--- src/rtl/lwsram_pkg.sv ---
package lwsram_pkg;

    localparam int unsigned LW_ADDR_W = 6;
    localparam int unsigned LW_BYTES  = 4;
    localparam int unsigned LW_BYTE_W = 9;

    typedef enum logic [1:0] {
        OP_NONE  = 2'd0,
        OP_READ  = 2'd1,
        OP_WRITE = 2'd2
    } lw_op_e;

    // Low two address bits for beat number 'beat' of a burst opened at 'start'
    function automatic logic [1:0] burst_low(input logic [1:0] start,
                                             input logic [1:0] beat,
                                             input logic       ilv);
        return ilv ? (start ^ beat) : (start + beat);
    endfunction

endpackage

--- src/rtl/lwsram_burst_seq.sv ---
module lwsram_burst_seq import lwsram_pkg::*; #(
    parameter int unsigned AW = LW_ADDR_W,
    parameter int unsigned NB = LW_BYTES
) (
    input  logic          clk_i,
    input  logic          rst_ni,
    input  logic          sleep_i,
    input  logic          sel_ok_i,
    input  logic          adv_i,
    input  logic          wr_i,
    input  logic          ilv_i,
    input  logic [AW-1:0] addr_i,
    input  logic [NB-1:0] ben_i,
    output lw_op_e        op_o,
    output logic [AW-1:0] addr_o,
    output logic [NB-1:0] ben_o
);

    typedef struct packed {
        logic          act;
        logic          wr;
        logic [1:0]    start;
        logic [1:0]    beat;
        lw_op_e        op;
        logic [AW-1:0] addr;
        logic [NB-1:0] ben;
    } seq_st_t;

    seq_st_t    seq_d, seq_q;
    logic [1:0] beat_nx;

    always_comb begin
        seq_d    = seq_q;
        seq_d.op = OP_NONE;
        beat_nx  = seq_q.beat + 2'd1;
        if (sleep_i) begin
            seq_d.act = 1'b0;
        end else if (adv_i && seq_q.act) begin
            // continuation: chip enables and wr_i are not looked at
            seq_d.beat = beat_nx;
            seq_d.addr = {seq_q.addr[AW-1:2], burst_low(seq_q.start, beat_nx, ilv_i)};
            seq_d.op   = seq_q.wr ? OP_WRITE : OP_READ;
            seq_d.ben  = ben_i;
        end else if (!adv_i && sel_ok_i) begin
            seq_d.act   = 1'b1;
            seq_d.wr    = wr_i;
            seq_d.start = addr_i[1:0];
            seq_d.beat  = 2'd0;
            seq_d.addr  = addr_i;
            seq_d.op    = wr_i ? OP_WRITE : OP_READ;
            seq_d.ben   = ben_i;
        end else begin
            seq_d.act = 1'b0;
        end
    end

    always_ff @(posedge clk_i or negedge rst_ni) begin
        if (!rst_ni) seq_q <= '0;
        else         seq_q <= seq_d;
    end

    assign op_o   = seq_q.op;
    assign addr_o = seq_q.addr;
    assign ben_o  = seq_q.ben;

    AST_BURST_UPPER_HELD: assert property (@(posedge clk_i) disable iff (!rst_ni)
        (!sleep_i && adv_i && seq_q.act) |=> (seq_q.addr[AW-1:2] == $past(seq_q.addr[AW-1:2])));
    AST_BURST_BEAT_STEP: assert property (@(posedge clk_i) disable iff (!rst_ni)
        (!sleep_i && adv_i && seq_q.act) |=> (seq_q.beat == $past(seq_q.beat) + 2'd1));
    AST_CMD_NEEDS_SELECT: assert property (@(posedge clk_i) disable iff (!rst_ni)
        (seq_q.op != OP_NONE) |-> $past(!sleep_i && ((adv_i && seq_q.act) || (!adv_i && sel_ok_i))));

endmodule

--- src/rtl/lwsram_store.sv ---
module lwsram_store #(
    parameter int unsigned AW = 6,
    parameter int unsigned NB = 4,
    parameter int unsigned BW = 9,
    localparam int unsigned DW    = NB * BW,
    localparam int unsigned DEPTH = 1 << AW
) (
    input  logic          clk_i,
    input  logic          we_i,
    input  logic [AW-1:0] waddr_i,
    input  logic [NB-1:0] wben_i,
    input  logic [DW-1:0] wdata_i,
    input  logic [AW-1:0] raddr_i,
    output logic [DW-1:0] rdata_o
);

    // one storage array per byte lane, so a lane enable gates only its own array
    for (genvar b = 0; b < NB; b++) begin : g_lane
        logic [BW-1:0] lane_q [DEPTH];

        always_ff @(posedge clk_i) begin
            if (we_i && wben_i[b]) lane_q[waddr_i] <= wdata_i[b*BW +: BW];
        end

        assign rdata_o[b*BW +: BW] = lane_q[raddr_i];
    end

endmodule

--- src/rtl/lwsram_fwd_merge.sv ---
module lwsram_fwd_merge #(
    parameter int unsigned NB = 4,
    parameter int unsigned BW = 9,
    localparam int unsigned DW = NB * BW
) (
    input  logic          hit_i,
    input  logic [NB-1:0] ben_i,
    input  logic [DW-1:0] bus_i,
    input  logic [DW-1:0] arr_i,
    output logic [DW-1:0] data_o
);

    for (genvar b = 0; b < NB; b++) begin : g_lane
        assign data_o[b*BW +: BW] = (hit_i && ben_i[b]) ? bus_i[b*BW +: BW]
                                                        : arr_i[b*BW +: BW];
    end

endmodule

--- src/rtl/lwsram_core.sv ---
module lwsram_core import lwsram_pkg::*; #(
    parameter int unsigned AW = LW_ADDR_W,
    parameter int unsigned NB = LW_BYTES,
    parameter int unsigned BW = LW_BYTE_W,
    localparam int unsigned DW = NB * BW
) (
    input  logic          clk_i,
    input  logic          rst_ni,
    input  logic          pipe_mode_i,
    input  logic          burst_ilv_i,
    input  logic          sleep_i,
    input  logic          cs0_ni,
    input  logic          cs1_i,
    input  logic          cs2_ni,
    input  logic          adv_i,
    input  logic          wr_i,
    input  logic [AW-1:0] addr_i,
    input  logic [NB-1:0] ben_i,
    input  logic [DW-1:0] dq_i,
    input  logic          oe_ni,
    output logic [DW-1:0] dq_o,
    output logic          dq_oe_o
);

    typedef struct packed {
        lw_op_e        s2_op;
        logic [AW-1:0] s2_addr;
        logic [NB-1:0] s2_ben;
        logic          out_vld;
        logic [DW-1:0] out_data;
    } core_st_t;

    core_st_t      core_d, core_q;
    logic          sel_ok;
    lw_op_e        s1_op;
    logic [AW-1:0] s1_addr;
    logic [NB-1:0] s1_ben;
    logic [DW-1:0] arr_rdata;
    logic [DW-1:0] rd_merged;
    logic          fwd_hit;
    logic          mem_we;
    logic [AW-1:0] mem_waddr;
    logic [NB-1:0] mem_wben;
    logic          rd_slot;
    logic [DW-1:0] rd_word;

    assign sel_ok = !cs0_ni && cs1_i && !cs2_ni;

    // stage 1: command register with burst address generation
    lwsram_burst_seq #(.AW(AW), .NB(NB)) u_seq (
        .clk_i    (clk_i),
        .rst_ni   (rst_ni),
        .sleep_i  (sleep_i),
        .sel_ok_i (sel_ok),
        .adv_i    (adv_i),
        .wr_i     (wr_i),
        .ilv_i    (burst_ilv_i),
        .addr_i   (addr_i),
        .ben_i    (ben_i),
        .op_o     (s1_op),
        .addr_o   (s1_addr),
        .ben_o    (s1_ben)
    );

    lwsram_store #(.AW(AW), .NB(NB), .BW(BW)) u_store (
        .clk_i   (clk_i),
        .we_i    (mem_we),
        .waddr_i (mem_waddr),
        .wben_i  (mem_wben),
        .wdata_i (dq_i),
        .raddr_i (s1_addr),
        .rdata_o (arr_rdata)
    );

    lwsram_fwd_merge #(.NB(NB), .BW(BW)) u_merge (
        .hit_i  (fwd_hit),
        .ben_i  (core_q.s2_ben),
        .bus_i  (dq_i),
        .arr_i  (arr_rdata),
        .data_o (rd_merged)
    );

    always_comb begin
        // a pipelined write waits one more cycle for its data; a read in
        // stage 1 to the same word must see that data from the bus
        fwd_hit   = pipe_mode_i && (s1_op == OP_READ) && (core_q.s2_op == OP_WRITE)
                    && (core_q.s2_addr == s1_addr);
        mem_we    = !sleep_i && (pipe_mode_i ? (core_q.s2_op == OP_WRITE) : (s1_op == OP_WRITE));
        mem_waddr = pipe_mode_i ? core_q.s2_addr : s1_addr;
        mem_wben  = pipe_mode_i ? core_q.s2_ben  : s1_ben;

        core_d = core_q;
        if (sleep_i) begin
            core_d.s2_op   = OP_NONE;
            core_d.out_vld = 1'b0;
        end else begin
            core_d.s2_op   = pipe_mode_i ? s1_op : OP_NONE;
            core_d.s2_addr = s1_addr;
            core_d.s2_ben  = s1_ben;
            core_d.out_vld = pipe_mode_i && (s1_op == OP_READ);
            if (pipe_mode_i && (s1_op == OP_READ)) core_d.out_data = rd_merged;
        end

        rd_slot = pipe_mode_i ? core_q.out_vld  : (s1_op == OP_READ);
        rd_word = pipe_mode_i ? core_q.out_data : arr_rdata;
    end

    always_ff @(posedge clk_i or negedge rst_ni) begin
        if (!rst_ni) core_q <= '0;
        else         core_q <= core_d;
    end

    // output enable and sleep act on the driver without waiting for a clock
    assign dq_oe_o = rd_slot && !oe_ni && !sleep_i;
    assign dq_o    = dq_oe_o ? rd_word : '0;

    AST_PIPE_OUT_FROM_READ: assert property (@(posedge clk_i) disable iff (!rst_ni)
        core_q.out_vld |-> $past((s1_op == OP_READ) && pipe_mode_i && !sleep_i));
    AST_PIPE_WRITE_LATE: assert property (@(posedge clk_i) disable iff (!rst_ni)
        (pipe_mode_i && mem_we) |-> $past(s1_op == OP_WRITE));
    AST_SLEEP_FLUSH: assert property (@(posedge clk_i) disable iff (!rst_ni)
        $past(sleep_i) |-> ((s1_op == OP_NONE) && (core_q.s2_op == OP_NONE) && !core_q.out_vld));

endmodule

--- config.mk ---
export PLATFORM = sky130hd
export DESIGN_NAME = lwsram_core
export DESIGN_NICKNAME = d
export VERILOG_FILES = /design/src/rtl/lwsram_pkg.sv /design/src/rtl/lwsram_burst_seq.sv /design/src/rtl/lwsram_store.sv /design/src/rtl/lwsram_fwd_merge.sv /design/src/rtl/lwsram_core.sv
export SDC_FILE = /design/constraint.sdc
export NUM_CORES = 2
export LEC_CHECK = 0
export ABC_CLOCK_PERIOD_IN_PS = 3200
export BUFFER_PORTS_ARGS = -buffer_cell sky130_fd_sc_hd__buf_2
export CORE_ASPECT_RATIO = 1.5
export CORE_MARGIN = 2
export CORE_UTILIZATION = 35
export CTS_CLUSTER_SIZE = 16
export DETAILED_ROUTE_END_ITERATION = 8
export PLACE_DENSITY_LB_ADDON = 0.15
export SYNTH_ARGS = -nofsm -noshare
export SYNTH_HDL_FRONTEND = slang
export SYNTH_SLANG_ARGS = --single-unit
--- constraint.sdc ---
create_clock -name clk_i -period 3.2 [get_ports clk_i]
set_input_delay 0.64 -clock clk_i [delete_from_list [all_inputs] [get_ports clk_i]]
set_output_delay 0.64 -clock clk_i [all_outputs]
set_load 0.01 [all_outputs]
# Yosys cells after proc, flatten, opt, wreduce, memory -nomap -nowiden
# Memories as Yosys holds them, arrays and structs flattened.
# Index checks and enable logic that the tools add are counted.
[totals]
ram_bits = 2304
regBits = 67
input_bits = 57
wordCells = 84
n_memories = 4
out_inout_bits = 37
[mem_list]
columns = ["name", "depth", "word_bits", "rd", "rd_ports_with_merged_regs", "wr", "line", "text"]
rows = [
  ["u_store.g_lane[0].lane_q", 64, 9, 1, 0, 1, "lwsram_store.sv:19", "logic [BW-1:0] lane_q [DEPTH];"],
  ["u_store.g_lane[1].lane_q", 64, 9, 1, 0, 1, "lwsram_store.sv:19", ""],
  ["u_store.g_lane[2].lane_q", 64, 9, 1, 0, 1, "lwsram_store.sv:19", ""],
  ["u_store.g_lane[3].lane_q", 64, 9, 1, 0, 1, "lwsram_store.sv:19", ""],
]
[classes]
bitwise_logic = 3
reduce_logical = 27
n_eq_ne = 5
muxes = 30
add_sub_neg = 2
[ops]
columns = ["operator", "n"]
rows = [
  ["36-bit 2-to-1 mux", 2],
  ["9-bit 2-to-1 mux", 4],
  ["1-bit logical AND", 18],
  ["17-bit 2-to-1 mux", 1],
  ["14-bit 2-to-1 mux", 1],
  ["1-bit 2-to-1 mux", 13],
  ["12-bit 2-to-1 mux", 1],
  ["2-bit 2-to-1 mux", 5],
  ["4-bit 2-to-1 mux", 2],
  ["6-bit equality test", 1],
  ["6-bit 2-to-1 mux", 1],
  ["1-bit zero test", 5],
  ["2-bit equality test (second input constant)", 2],
  ["2-bit AND reduction", 2],
  ["3-bit AND reduction", 1],
  ["2-bit by 1-bit adder with 2-bit output (second input constant)", 1],
  ["2-bit adder", 1],
  ["2-bit by 1-bit equality test with 1-bit output (second input constant)", 1],
  ["2-bit != test (second input constant)", 1],
  ["1-bit NOT", 2],
  ["2-bit nonzero test", 1],
  ["2-bit bitwise XOR", 1],
]

# Logic depth before layout (Yosys ltp)
[logic_depth]
depth_word = 7
depth_mapped = 12
ltp_nobuf = 8

# Hierarchy
# From an unflattened synthesis, not the netlist that was laid out.
[unflattened]
hier_cells = 4368
area_unflattened_um2 = 92257.2
[by_module_without_submodules]
columns = ["module", "n_inst", "cells_each", "seq_area_each_um2", "area_per_inst_um2"]
rows = [
  ["lwsram_store", 1, 4030, 69186.4, 88312.2],
  ["lwsram_core", 1, 215, 1226.2, 2605.0],
  ["lwsram_burst_seq", 1, 83, 450.4, 909.6],
  ["lwsram_fwd_merge", 1, 40, 0.0, 430.4],
]

# Least setup slack after synthesis
# No wires, ideal clock.
[synth_path]
kind = "input-to-output"
startpoint = "input port pipe_mode_i"
endpoint = "output port dq_o[10]"
n_path_buf = 2
arrival_time_ns = 2.297
t_required_ns = 2.560
path_slack_ns = 0.263
stages = 6
path_cell_list = "or3b_2 > a211o_1 > or2_2 > clkbuf_1 > clkbuf_1 > o21ai_0"
[synth_via]
elab_chain_cells = 4
[synth_lines]
columns = ["element", "line", "text"]
rows = [
  ["start, declared", "lwsram_core.sv:9", "input logic pipe_mode_i,"],
  ["1-bit 2-to-1 mux", "lwsram_core.sv:104", "rd_slot = pipe_mode_i ? core_q.out_vld : (s1_op == OP_READ);"],
  ["1-bit logical AND (2 in series)", "lwsram_core.sv:114", "assign dq_oe_o = rd_slot && !oe_ni && !sleep_i;"],
  ["36-bit 2-to-1 mux (*)", "lwsram_core.sv:115", "assign dq_o = dq_oe_o ? rd_word : '0;"],
  ["end, declared", "lwsram_core.sv:21", "output logic [DW-1:0] dq_o,"],
]
# Every way passes the cells marked *; elsewhere a longest branch is shown, timed or not.

# Worst setup path after layout
[layout_path]
startpoint = "register u_seq.seq_q, in the netlist u_seq.addr_o[0]"
endpoint = "output port dq_o[33]"
[layout_via]
elab_chain_cells = 3
[layout_lines]
columns = ["element", "line", "text"]
rows = [
  ["start, declared", "lwsram_burst_seq.sv:29", "seq_st_t seq_d, seq_q;"],
  ["start signal, assigned", "lwsram_burst_seq.sv:59", "else seq_q <= seq_d;"],
  ["memory 64 x 9 bit", "n/a", ""],
  ["36-bit 2-to-1 mux", "lwsram_core.sv:105", "rd_word = pipe_mode_i ? core_q.out_data : arr_rdata;"],
  ["36-bit 2-to-1 mux", "lwsram_core.sv:115", ""],
]
# Every way passes these cells.

==> results.sh <==
export IMPL_cts_tree="done"
export IMPL_post_route_min_period_ps=4300
export IMPL_start_util_pct=35.1
export IMPL_holdPathStages=2
export IMPL_cts_buffers=228
export IMPL_p_per_area_nw_per_um2=680
export IMPL_grt_ovfl_total=0
export IMPL_avgRoutedWirePerCell_um=30.5
export IMPL_final_cell_count_no_fill=9058
export IMPL_critPathArrivalTime_ps=3660
export IMPL_drc=0
export IMPL_place_gp_congestion=0.851
export IMPL_clkSinkCount=2371
export IMPL_rows=230
export IMPL_fmax_ghz=0.233
export IMPL_violations="negative setup slack"
export IMPL_synth_mux_area_share_pct=15.3
export IMPL_synth_area_um2=91800
export IMPL_grt_usage_pct=20.3
export IMPL_crit_path_end_kind="output pin"
export IMPL_setup_slack_ps=-1100
export IMPL_hold_end="u_seq.addr_o[5]"
export IMPL_synth_cells=4360
export IMPL_startpoint="u_seq.addr_o[0]"
export IMPL_cts_root_buffer="clkbuf_16"
export IMPL_path_class="register to output pin"
export IMPL_rsz0062_at_grt="true"
export IMPL_grt_max_degree=56
export IMPL_port_buffers=93
export IMPL_r2r_start="u_seq.addr_o[0]"
export IMPL_cp_start_kind="register"
export IMPL_yosys_most_used_dff="edfxtp_1"
export IMPL_leakage_nw=37.5
export IMPL_yosys_area_share_simple_pct=2.61
export IMPL_area_growth_pct=26.5
export IMPL_seq_area_frac_synth_pct=77.2
export IMPL_dr_first_iter_drc_count=3840
export IMPL_grt_pass1_vias=50300
export IMPL_finalCritPeriodShare_pct=134
export IMPL_rr_endpoint="core_q[9]"
export IMPL_core_um2=261000
export IMPL_worstPathCellList="buf_12, buf_16, buf_8, buf_8, buf_16, buf_12, mux4_2, a22oi_1, a21oi_1, nor4_4, buf_4, o21ai_0, buf_2"
export IMPL_drive_gt1_share_pct=42.7
export IMPL_synth_xor_area_share_pct=0.0859
export IMPL_r2r_cells=13
export IMPL_r2r_setup_slack_ps=90
export IMPL_nNetsFinal=5446
export IMPL_vias=47800
export IMPL_fp_dieH_um=631
export IMPL_crit_slowest_cell="dfrtp_4"
export IMPL_min_from="addr_i[5]"
export IMPL_outcome="finished, violations left"
export IMPL_yosysWarnings=0
export IMPL_path_clk_slew_ps=60
export IMPL_synth_compound_area_share_pct=3.41
export IMPL_fin_tns_setup_ps=-35590
export IMPL_yosys_register_bits=2371
export IMPL_wl_mm=276
export IMPL_hpwl_mm=188
export IMPL_clock_skew_ps=64.1
export IMPL_syn_avg_cell_area_um2=21.1
export IMPL_synth_async_reset_ratio_pct=2.83
export IMPL_cts_max_level=4
export IMPL_ant_nets=0
export IMPL_die_area_um2=266000
export IMPL_fill_cells=22600
export IMPL_maxSlewHeadroom_pct=35.2
export IMPL_yosysUniqueCellTypes=49
export IMPL_report_final_hold_viol_count=0
export IMPL_via_per_inst=5.27
export IMPL_die_w_um=422
export IMPL_cts_max_path_buffers=4
export IMPL_clk_insertion_delay_late_ps=890
export IMPL_tightest_slew_ps=972
export IMPL_setup_viol=37
export IMPL_synth_top_family_by_area="multiplexers"
export IMPL_grt_first_pass_wirelength_mm=385
export IMPL_maxCapViolCount=0
export IMPL_dr_pass1_iters=5
export IMPL_slowest_delay_ps=490
export IMPL_irDropWorstVdd_v=0.000493
export IMPL_placed_cells=8444
export IMPL_ios=94
export IMPL_final_max_slew_viol_count=0
export IMPL_cp_max_fo=8
export IMPL_synth_nets=4418
export IMPL_required_ps=2560
export IMPL_synth_fa_ha_area_share_pct=0.0136
export IMPL_hold_class="input pin to register"
export IMPL_antenna_found_initial=16
export IMPL_synth_edf_count=2304
[worst max-delay path: cells and delay by family, from the launching register on]
family,cells,cell delay [ps]
compound gates,3,420
buf+inv,8,1210
flops,1,490
mux,1,420
simple gates,1,210
[what timing repair did]
| item | CTS | global route |
|---|---|---|
| hold buffers | 10 | 0 |
| pin swaps | 83 | 134 |
| endpoints found under the hold margin | 36 | 0 |
| cloned | 19 | 10 |
| resized for setup | 396 | 219 |
| endpoints found under the setup margin | 133 | 170 |
| setup buffers | 109 | 89 |
[cells in the mapped netlist (all sizes together), types with 2 or more instances]
cell,number,share of area [%]
buf,107,0.64
mux2,55,0.67
a41oi,2,0.019
xnor2,7,0.067
a32oi,2,0.019
mux2i,59,0.64
nand2b,4,0.027
nor4,35,0.45
nor3b,2,0.016
edfxtp,2304,75
or2,3,0.020
a22oi,272,2.2
nand2,122,0.50
xor2,2,0.019
inv,41,0.17
nand4,7,0.048
nor2b,7,0.048
a221oi,2,0.019
a21oi,144,0.79
a31oi,2,0.014
o311ai,2,0.019
nor3,2,0.011
dfrtp,67,1.8
nand3,44,0.24
and3,2,0.014
a32o,2,0.022
mux4,568,14
nor2,287,1.2
clkbuf,150,0.61
a211oi,2,0.016
o21ai,41,0.22
or3,2,0.014
[how the worst max path moves through the flow]
stage,to,depth (start not counted),slack (ps)
final,dq_o[33],13,-1100
after detailed placement,dq_o[25],8,-800
after CTS,dq_o[7],11,-1240
after floorplan,dq_o[10],6,260
after global routing,dq_o[27],12,-1190
after global placement,dq_o[25],8,-810
[stage by stage]
stage	hold WS (ps)	cell area, µm²	setup WS, ps	util, %	power [mW]
CTS	30.3	114000	-1240	43.8	78.9
finish	102	116000	-1100	44.4	79.0
global route	63.2	116000	-1190	44.4	81.6
floorplan	344	91800	263	-	42.5
global placement	472	104000	-805	39.7	49.2
detailed placement	473	104000	-805	39.7	49.2
[sequential cells by signal, summed over array words and instances, names as in the netlist]
| signal | flops |
|---|---|
| u_store.g_lane.lane_q | 2304 |
| core_q | 49 |
| u_seq.addr_o | 6 |
| u_seq.seq_q | 6 |
| u_seq.ben_o | 4 |
| u_seq.op_o | 2 |
[cell type report]
type / instances / area [µm²] / share of cell area, %
Sequential cell: 2371 / 70900 / 61.0
Multi-Input combinational cell: 1691 / 21600 / 18.6
Timing Repair Buffer: 1055 / 11800 / 10.1
Clock buffer: 290 / 6070 / 5.23
Tap cell: 3480 / 4350 / 3.75
Clock inverter: 125 / 1220 / 1.05
Inverter: 41 / 159 / 0.137
Antenna cell: 5 / 12.5 / 0.0108
[placed cells by master, fill, tap and decap left out, types with 36 or more instances in the layout]
master	n
nor2_1	275
clkinv_2	44
nand2_1	110
inv_1	39
clkinv_1	42
a22oi_1	94
buf_4	626
buf_16	36
edfxtp_1	2304
buf_2	81
a21oi_2	80
a21oi_1	39
a22oi_2	178
mux2i_1	56
buf_12	223
clkbuf_16	240
nand3_1	42
mux2_2	52
clkbuf_1	51
mux4_2	568
dfrtp_1	63
buf_6	51
[report_power, final]
part	switching, mW	internal [mW]	total (mW)
Sequential	0.160	34.2	34.4
Clock	11.6	15.2	26.8
Combinational	8.87	8.93	17.8
[logic make-up (layout without fill, tap and decap cells)]
| group | Yosys count | after routing |
|---|---|---|
| DFF | 2371 | 2371 |
| buffers and inverters | 298 | 1511 |
| and+or+nand+nor | 522 | 522 |
| xor gates and xnor gates | 9 | 9 |
| muxes | 682 | 682 |
| adders and majority gates | 1 | 1 |
| other | 0 | 5 |
| AOI/OAI and AO/OA | 477 | 477 |
[metal layers]
| metal | up-vias | global-route usage, % | part of all wire, % | wire (µm) |
|---|---|---|---|---|
| met2 | 1162 | 37.1 | 53 | 147000 |
| met5 | - | 0 | 0.037 | 101 |
| met4 | 14 | 6.14 | 3.5 | 9600 |
| met1 | 26000 | 25.0 | 39 | 108000 |
| li1 | 20200 | - | - | - |
| met3 | 384 | 2.59 | 4.2 | 11700 |
No activity file was read; power rests on OpenSTA's default activity.
